File: src/rtl/sort_pkg.sv
package sort_pkg;

    typedef enum logic [2:0] {
        ST_IDLE,
        ST_FETCH,
        ST_FIRST,
        ST_CMP,
        ST_WR_LO,
        ST_WR_HI,
        ST_RESUME,
        ST_CHECK
    } sort_state_t;

    // Per-cycle datapath controls from the sequencer
    typedef struct packed {
        logic rd;        // read request
        logic wr;        // write request
        logic wsel_hi;   // write second register instead of first
        logic ld_first;  // first <= bus
        logic shift;     // first <= bus, second <= first
        logic restore;   // first <= second
    } sort_ctl_t;

    localparam sort_ctl_t CTL_NONE = '{default: 1'b0};

    function automatic logic is_busy_state(sort_state_t s);
        return s != ST_IDLE;
    endfunction

endpackage

File: src/rtl/sort_mag_cmp.sv
module sort_mag_cmp #(
    parameter int W = 4
) (
    input  logic [W-1:0] a,
    input  logic [W-1:0] b,
    output logic         a_gt_b
);
    logic [W:0] gt_c;
    logic [W:0] eq_c;

    assign gt_c[W] = 1'b0;
    assign eq_c[W] = 1'b1;

    // MSB-first ripple: the first differing bit decides
    for (genvar k = W - 1; k >= 0; k--) begin : g_bit
        assign gt_c[k] = gt_c[k+1] | (eq_c[k+1] & a[k] & ~b[k]);
        assign eq_c[k] = eq_c[k+1] & ~(a[k] ^ b[k]);
    end

    assign a_gt_b = gt_c[0];
endmodule

File: src/rtl/sort_hold_pair.sv
module sort_hold_pair #(
    parameter int W = 4
) (
    input  logic         clk,
    input  logic         rst,
    input  logic [W-1:0] bus_in,
    input  logic         ld_first,
    input  logic         shift,
    input  logic         restore,
    output logic [W-1:0] first_q,
    output logic [W-1:0] second_q
);
    always_ff @(posedge clk) begin
        if (rst) begin
            first_q  <= '0;
            second_q <= '0;
        end else if (shift) begin
            first_q  <= bus_in;
            second_q <= first_q;
        end else if (restore) begin
            first_q  <= second_q;
        end else if (ld_first) begin
            first_q  <= bus_in;
        end
    end
endmodule

File: src/rtl/sort_ctrl.sv
module sort_ctrl
    import sort_pkg::*;
#(
    parameter int ADDR_W = 4,
    parameter int LAST   = 14
) (
    input  logic              clk,
    input  logic              rst,
    input  logic              start,
    input  logic              gt,
    output sort_ctl_t         ctl,
    output logic [ADDR_W-1:0] addr,
    output logic              busy,
    output logic              done
);
    localparam logic [ADDR_W-1:0] LAST_IDX = ADDR_W'(LAST);

    sort_state_t       state, state_n;
    logic [ADDR_W-1:0] idx, idx_n;
    logic              flag, flag_n;

    always_ff @(posedge clk) begin
        if (rst) begin
            state <= ST_IDLE;
            idx   <= '0;
            flag  <= 1'b0;
        end else begin
            state <= state_n;
            idx   <= idx_n;
            flag  <= flag_n;
        end
    end

    always_comb begin
        state_n = state;
        idx_n   = idx;
        flag_n  = flag;
        ctl     = CTL_NONE;
        addr    = idx;
        done    = 1'b0;
        unique case (state)
            ST_IDLE: begin
                if (start) begin
                    state_n = ST_FETCH;
                    idx_n   = '0;
                    flag_n  = 1'b0;
                end
            end
            ST_FETCH: begin
                ctl.rd  = 1'b1;
                addr    = idx;
                state_n = ST_FIRST;
            end
            ST_FIRST: begin
                ctl.rd       = 1'b1;
                ctl.ld_first = 1'b1;
                addr         = idx + ADDR_W'(1);
                state_n      = ST_CMP;
            end
            ST_CMP: begin
                if (gt) begin
                    ctl.shift = 1'b1;
                    state_n   = ST_WR_LO;
                end else begin
                    ctl.ld_first = 1'b1;
                    if (idx == LAST_IDX) begin
                        state_n = ST_CHECK;
                    end else begin
                        ctl.rd = 1'b1;
                        addr   = idx + ADDR_W'(2);
                        idx_n  = idx + ADDR_W'(1);
                    end
                end
            end
            ST_WR_LO: begin
                ctl.wr  = 1'b1;
                addr    = idx;
                state_n = ST_WR_HI;
            end
            ST_WR_HI: begin
                ctl.wr      = 1'b1;
                ctl.wsel_hi = 1'b1;
                addr        = idx + ADDR_W'(1);
                flag_n      = 1'b1;
                if (idx == LAST_IDX) begin
                    state_n = ST_CHECK;
                end else begin
                    idx_n   = idx + ADDR_W'(1);
                    state_n = ST_RESUME;
                end
            end
            ST_RESUME: begin
                ctl.rd      = 1'b1;
                ctl.restore = 1'b1;
                addr        = idx + ADDR_W'(1);
                state_n     = ST_CMP;
            end
            ST_CHECK: begin
                if (flag) begin
                    flag_n  = 1'b0;
                    idx_n   = '0;
                    state_n = ST_FETCH;
                end else begin
                    done    = 1'b1;
                    state_n = ST_IDLE;
                end
            end
            default: state_n = ST_IDLE;
        endcase
    end

    assign busy = is_busy_state(state);


    clean_pass_stop_chk: assert property (@(posedge clk) disable iff (rst)
        (state == ST_CHECK && !flag) |=> (state == ST_IDLE));


    start_ignored_chk: assert property (@(posedge clk) disable iff (rst)
        (busy && !done) |=> busy);


    swap_sets_flag_chk: assert property (@(posedge clk) disable iff (rst)
        (state == ST_WR_HI) |=> flag);
endmodule

File: src/rtl/mem_bubble_sorter.sv
module mem_bubble_sorter
    import sort_pkg::*;
#(
    parameter int DATA_W = 4,
    parameter int DEPTH  = 16
) (
    input  logic                     clk,
    input  logic                     rst,
    input  logic                     start,
    output logic                     busy,
    output logic                     done,
    output logic [$clog2(DEPTH)-1:0] mem_addr,
    output logic [DATA_W-1:0]        mem_wdata,
    input  logic [DATA_W-1:0]        mem_rdata,
    output logic                     mem_we,
    output logic                     mem_re
);
    localparam int ADDR_W = $clog2(DEPTH);
    localparam int LAST   = DEPTH - 2;

    sort_ctl_t         ctl;
    logic              gt;
    logic [DATA_W-1:0] first_q, second_q;

    sort_ctrl #(.ADDR_W(ADDR_W), .LAST(LAST)) i_ctrl (
        .clk   (clk),
        .rst   (rst),
        .start (start),
        .gt    (gt),
        .ctl   (ctl),
        .addr  (mem_addr),
        .busy  (busy),
        .done  (done)
    );

    sort_hold_pair #(.W(DATA_W)) i_hold (
        .clk      (clk),
        .rst      (rst),
        .bus_in   (mem_rdata),
        .ld_first (ctl.ld_first),
        .shift    (ctl.shift),
        .restore  (ctl.restore),
        .first_q  (first_q),
        .second_q (second_q)
    );

    sort_mag_cmp #(.W(DATA_W)) i_cmp (
        .a      (first_q),
        .b      (mem_rdata),
        .a_gt_b (gt)
    );

    assign mem_we    = ctl.wr;
    assign mem_re    = ctl.rd;
    assign mem_wdata = ctl.wsel_hi ? second_q : first_q;


    rd_wr_excl_chk: assert property (@(posedge clk) disable iff (rst)
        !(mem_we && mem_re));


    swap_pair_order_chk: assert property (@(posedge clk) disable iff (rst)
        (mem_we && $past(mem_we)) |->
            (mem_addr == $past(mem_addr) + 1'b1) && (mem_wdata > $past(mem_wdata)));


    done_in_busy_chk: assert property (@(posedge clk) disable iff (rst)
        done |-> busy);


    done_then_idle_chk: assert property (@(posedge clk) disable iff (rst)
        done |=> (!busy && !done));
endmodule

File: config.mk
export PLATFORM = sky130hd
export DESIGN_NAME = mem_bubble_sorter
export DESIGN_NICKNAME = d
export VERILOG_FILES = /design/src/rtl/sort_pkg.sv /design/src/rtl/sort_mag_cmp.sv /design/src/rtl/sort_hold_pair.sv /design/src/rtl/sort_ctrl.sv /design/src/rtl/mem_bubble_sorter.sv
export SDC_FILE = /design/constraint.sdc
export NUM_CORES = 1
export LEC_CHECK = 0
export BUFFER_PORTS_ARGS = -buffer_cell sky130_fd_sc_hd__buf_4
export CORE_MARGIN = 5
export CORE_UTILIZATION = 41
export DETAILED_ROUTE_END_ITERATION = 10
export PLACE_DENSITY = 0.64
export SYNTH_ARGS = -nofsm -noshare
export SYNTH_HDL_FRONTEND = slang
export SYNTH_HIERARCHICAL = 1
export SYNTH_SLANG_ARGS = --single-unit
File: constraint.sdc
create_clock -name clk -period 3.1 [get_ports clk]
set_clock_uncertainty 0.15 [all_clocks]
set_input_delay 0 -clock clk [delete_from_list [all_inputs] [get_ports clk]]
set_output_delay 0 -clock clk [all_outputs]
set_load 0.005 [all_outputs]
==> out/results.ini, run 1 <==
[critical_path]
path_class = reg2reg
end_kind = flip-flop
worst_setup_path_start_kind = flip-flop
cp.arrival_ns = 2.91
crit_required_ns = 3.14
crit_fanout = 11

[die]
die-area_um2 = 4140
core-area_um2 = 2810
io_pins = 19
die_h_um = 64.4
dieWidth_um = 64.4
initial_core_util = 0.432
num_rows = 19

[route]
wl_per_cell_um = 14.0
drc = 0
drtAntennaViolNets = 0
dr.pass1.iters = 4
num_vias = 1151
drt_iter0_drc = 46
viasPerCell = 5.53
wirelength_um = 2900

[synth]
yosysWarnings = 6
yosysSeqAreaShare = 0.264
synth.largest_area_cell = dfxtp_1
ys_dominant_reg_cell = dfxtp_1
netlist_instances = 154
yosys.area.top_type_share = 0.264
syn_area_per_cell_um2 = 7.86
netlist_top_cells_count = nor2_1, dfxtp_1, a21oi_1
yosysMostFrequentCell = nor2_1
ys_async_sr_fraction = 0
synth_fp_nets = 165
synthesis.area_um2 = 1210
yosys-top-cells-area = dfxtp_1, nor2_1, a21oi_1
synth-edff-count = 0
synth_seq_cells = 16
synth_cell_types = 45

[sta]
fin_crit_ns = 2.87
worst_pin_slew_ns = 0.625
fin_crit_sh = 0.926
report.final.slew_viol_count = 0
max-slew-margin-rel = 0.580
rsz0062_at_grt = no
fin_tns_setup_ns = 0
setup_violations = 0
max_freq_mhz = 348
timing_hold_violations_final = 0

[clock_tree]
clock-sinks = 16
htreeDepth = 1
cts_setup_buffers = 0
path_clk_slew_ns = 0.11
clock_latency_ns = 0.30
cts_root_buf = clkbuf_4
cts_buffer_depth = 2
cts_tree = done
cts_buffers = 3

[power_and_ir_drop]
power.density_nw_per_um2 = 372
leakagePower_nw = 0.604
total_power_mw = 0.543
peakVddDrop_v = 0.000279

[placement]
port-buffer-count = 18
gp_congestion = 0.809
dp_hpwl_um = 1960

[final_layout]
num-fill-cells = 286
drive_gt1_frac = 0.203
n_antenna_cell = 0
syn_to_final_growth_pct = 20.4
final_nets = 189

[grt]
grt_pass1_wl_um = 4960
antenna_found_initial = 0
grt_pass1_vias = 1139
grt_max_degree = 17
gr-total-overflow = 0
track_usage = 0.150

[min_path]
hp-class = reg2reg

[status]
status = finished, final reports clean

[flow_run]
cap_violations = 0

[cells by family after synthesis]
family | after synthesis | share of synthesized area
adder cells (fa/ha/maj) | 4 | 0.0413
flip-flops | 16 | 0.264
AO/OA/AOI/OAI | 43 | 0.249
multiplexers | 10 | 0.0868
AND/OR/NAND/NOR | 57 | 0.230
XOR/XNOR | 2 | 0.0145
buffers and inverters | 22 | 0.114
[power breakdown]
part           total [mW]  internal (mW)  switching [mW]
combinational       0.162         0.0877          0.0743
sequential          0.235          0.216          0.0197
clock               0.145         0.0717          0.0738
total               0.543          0.375           0.168
[layout by cell type, fill, tap and decap left out, types with 4 or more instances in the layout]
cell / instances
a211oi_1: 4
a21oi_1: 12
buf_4: 19
dfxtp_1: 16
dlygate4sd3_1: 11
ha_1: 4
inv_1: 10
mux2_2: 4
mux2i_1: 6
nand2_1: 7
nor2_1: 24
nor3_1: 4
nor4_1: 6
o21a_1: 4
o21ai_0: 6
[sequential cells by signal, indices dropped and copies added (netlist names)]
name,cells
i_ctrl/idx,4
i_hold/first_q,4
i_hold/second_q,4
i_ctrl/state,3
i_ctrl/flag,1
[critical path, stage by stage, from the launching register on]
cell	delay [ns]
dfxtp_1	0.35
ha_1	0.31
a31oi_1	0.14
o31ai_1	0.09
buf_4	0.17
a21boi_0	0.52
a21oi_1	0.27
o21a_1	0.22
dlygate4sd3_1	0.55
[final timing paths]
check | slack [ns] | startpoint | endpoint | depth (start not counted)
min reg2reg | 0.37 | i_ctrl/idx[0] | i_ctrl/idx[0] | 2
min | 0.37 | i_ctrl/idx[0] | i_ctrl/idx[0] | 2
max | 0.23 | i_hold/first_q[3] | i_hold/first_q[2] | 8
max reg2reg | 0.23 | i_hold/first_q[3] | i_hold/first_q[2] | 8
[area by class of cell]
type | instances | area, um^2 | share of cell area
clock buffers | 4 | 36.3 | 0.0249
inverters | 11 | 55.1 | 0.0378
multi-input cells | 116 | 754 | 0.518
flip-flops and latches | 16 | 320 | 0.220
well taps | 31 | 38.8 | 0.0266
repair buffers | 30 | 253 | 0.173
[timing repair]
action | in CTS | in global routing
resized for setup | 0 | 1
endpoints found under the setup margin | 0 | 4
endpoints found under the hold margin | 16 | 0
hold buffers | 11 | 0
[per-stage QoR]
step	hold WS [ns]	setup slack, ns	std cells	utilization	cell area [um^2]
2_1_floorplan	-0.0259	0.933	154	-	1210
3_3_place_gp	0.0700	0.830	193	0.467	1310
3_5_place_dp	0.0729	0.739	193	0.467	1310
4_1_cts	0.367	0.169	208	0.519	1460
5_1_grt	0.400	0.0236	208	0.520	1460
6_report	0.368	0.230	208	0.520	1460
[routing by layer]
layer / GRT usage / wire (um) / vias to the layer above
met2: 0.264 / 1440 / 26
met3: 0.0473 / 149 / 4
met1: 0.170 / 1280 / 531
met4: 0.0528 / 27 / 0
li1: - / - / 590
met5: 0 / 0 / -
(Power assumes the default switching activity.)
==> run 2, diff against run 1 <==
ABC_AREA = 1   (was default)
CORE_UTILIZATION = 48   (was 41)
PLACE_DENSITY = 0.75   (was 0.64)
clock period = 2.4 ns   (was 3.1 ns; I/O delays follow)
==> run 2 against run 1 <==
Against the previous run:
- routed wire length is 0.86% lower
- clock power is 26% higher
- non-clock buffer count is 6 lower
- synthesized area is 3.3% lower
- total power is 54% higher
- register-to-register slack better by 0.21 ns
- sequential cell count stayed put
- utilization is 11 points higher
- worst hold slack worse by 0.32 ns
- cell area is 2.2% lower
- sequential share of layout area is 0.50 points higher
- critical endpoint is now mem_addr[1]
- largest power group unchanged
- highest routed layer unchanged
==> out/results.ini, run 2 <==
[sta]
rsz0062_at_grt = no
worst_pin_slew_ns = 0.338
fin_tns_setup_ns = 0
setup_violations = 0
max-slew-margin-rel = 0.775
fin_crit_sh = 0.845
timing_hold_violations_final = 0
max_freq_mhz = 493
report.final.slew_viol_count = 0
fin_crit_ns = 2.03

[grt]
grt_max_degree = 10
antenna_found_initial = 0
grt_pass1_vias = 1122
gr-total-overflow = 0
track_usage = 0.177
grt_pass1_wl_um = 4840

[synth]
ys_dominant_reg_cell = dfxtp_1
synth_compound_area_frac = 0.0855
synth.largest_area_cell = dfxtp_1
yosysWarnings = 6
ys_async_sr_fraction = 0
yosysSeqAreaShare = 0.274
synthMuxAreaShare = 0
netlist_top_cells_count = nand2_1, nor2_1, inv_1
syn_area_per_cell_um2 = 5.98
yosys.area.top_type_share = 0.274
yosysMostFrequentCell = nand2_1
synth-edff-count = 0
yosys-top-cells-area = dfxtp_1, nand2_1, nand3_1
synth_top_family_by_area = simple AND/OR/NAND/NOR gates
synth_fp_nets = 207
netlist_instances = 196
synth_cell_types = 26
synthXorXnorAreaFrac = 0.0299
synthAdderAreaFrac = 0.0427
synth_seq_cells = 16
synthesis.area_um2 = 1170
synth_simple_gate_area_frac = 0.448

[critical_path]
end_kind = output port
cp_top_family = flip-flops
crit_chain = ha_1 > o21a_1 > nand2_1 > nand2_1 > inv_1 > nand2_1 > inv_1 > nor2_1 > o211ai_1 > buf_4
crit_fanout = 4
crit_slowest_cell = dfxtp_1
worst_setup_path_start_kind = flip-flop
crit_required_ns = 2.25
crit_buf_inv = 3
cp_common_cell = nand2_1
critPathMaxStageDelay_ns = 0.41
cp.arrival_ns = 1.88
path_class = reg2out

[min_path]
hp-class = in2reg

[route]
dr.pass1.iters = 4
wirelength_um = 2880
drtAntennaViolNets = 0
drc = 0
num_vias = 1271
viasPerCell = 5.08
drt_iter0_drc = 30
wl_per_cell_um = 11.5

[placement]
placed_cell_area_um2 = 1330
gp_congestion = 0.907
dp_hpwl_um = 2230
port-buffer-count = 18

[power_and_ir_drop]
p_seq_frac = 0.407
leakagePower_nw = 0.776
internal_power_mw = 0.527
peakVddDrop_v = 0.000360
comb_power_share = 0.374
total_power_mw = 0.838
p_switching_mw = 0.311
power_frac_clock = 0.219
power.density_nw_per_um2 = 588
swShare = 0.371

[final_layout]
n_antenna_cell = 0
syn_to_final_growth_pct = 21.7
layout_commonest_cell = nand2_1
drive_gt1_frac = 0.194
final_nets = 234
final_cell_area_um2 = 1430
num-fill-cells = 234
fin_util = 0.626
mostFrequentLayoutCells = nand2_1, nor2_1, inv_1
reg.largest.list = i_ctrl/idx: 4 flops, i_hold/first_q: 4 flops, i_hold/second_q: 4 flops

[clock_tree]
cts_hold_buf = 6
clock-sinks = 16
cts_root_buf = clkbuf_4
cts_buffers = 3
ctsResizeCount = 0
path_clk_slew_ns = 0.10
htreeDepth = 1
cts_setup_buffers = 0
clock_latency_ns = 0.29
cts_buffer_depth = 2
cts_tree = done

[die]
initial_core_util = 0.515
dieWidth_um = 59.4
die-area_um2 = 3530
core-area_um2 = 2280
num_rows = 17
die_h_um = 59.4
io_pins = 19

[status]
status = finished, final reports clean

[flow_run]
cap_violations = 0

-- run 2: changes by cell type after synthesis, moves of 5 or more --
cell / previous run / this run
mux2i_1: 6 / 0
nand3_1: 3 / 20
inv_1: 10 / 24
nand2_1: 7 / 62
nor4_1: 6 / 0
a21oi_1: 12 / 3
nand2_2: 1 / 6
inv_2: 0 / 8
-- run 2: layout make-up --
cell class	instances	area, um^2	share of cell area
clock buffer	4	36.3	0.0255
inverter	34	129	0.0904
multi-input combinational	144	709	0.498
sequential	16	320	0.225
tap	28	35.0	0.0246
timing repair buffer	24	195	0.137
-- run 2: power groups by stage --
stage          combinational [mW]  clock (mW)  sequential (mW)
2_1_floorplan               0.210           0            0.330
3_3_place_gp                0.295           0            0.345
3_5_place_dp                0.305           0            0.347
4_1_cts                     0.316       0.191            0.341
5_1_grt                     0.356       0.205            0.348
6_report                    0.313       0.183            0.341
-- run 2: cell families (layout without fill, tap and decap cells) --
logic type / count (synthesis) / after routing
DFF: 16 / 16
xor gates and xnor gates: 4 / 4
adders and majority gates: 4 / 4
AOI/OAI and AO/OA: 15 / 15
and+or+nand+nor: 121 / 121
buffers and inverters: 36 / 62
-- run 2: worst register-to-register path, cell delays in order (launching register included) --
cell	delay, ns
dfxtp_1	0.50
nand2_2	0.14
nor2_2	0.30
inv_2	0.11
a21oi_1	0.15
dlygate4sd3_1	0.56
-- run 2: metal layers --
layer / up-vias / wire length, um / GRT usage
met1: 573 / 1370 / 0.227
met4: 0 / 35 / 0.0906
li1: 660 / - / -
met3: 6 / 154 / 0.0327
met2: 32 / 1320 / 0.279
met5: - / 0 / 0
-- run 2: per-stage QoR --
stage	worst slack, ns	hold slack, ns	cells
floorplan	0.723	-0.0809	196
global placement	0.600	0.0659	240
detailed placement	0.508	0.0713	240
CTS	0.348	0.0434	250
global route	0.170	0.0792	250
finish	0.371	0.0522	250
-- run 2: final timing paths --
| check | from | end | slack [ns] | depth (start not counted) |
|---|---|---|---|---|
| max | i_hold/first_q[3] | mem_addr[1] | 0.37 | 10 |
| min | start | i_ctrl/state[0] | 0.05 | 5 |
| max reg2reg | i_ctrl/state[0] | i_ctrl/flag | 0.44 | 5 |
| min reg2reg | i_hold/first_q[0] | i_hold/second_q[0] | 0.40 | 2 |
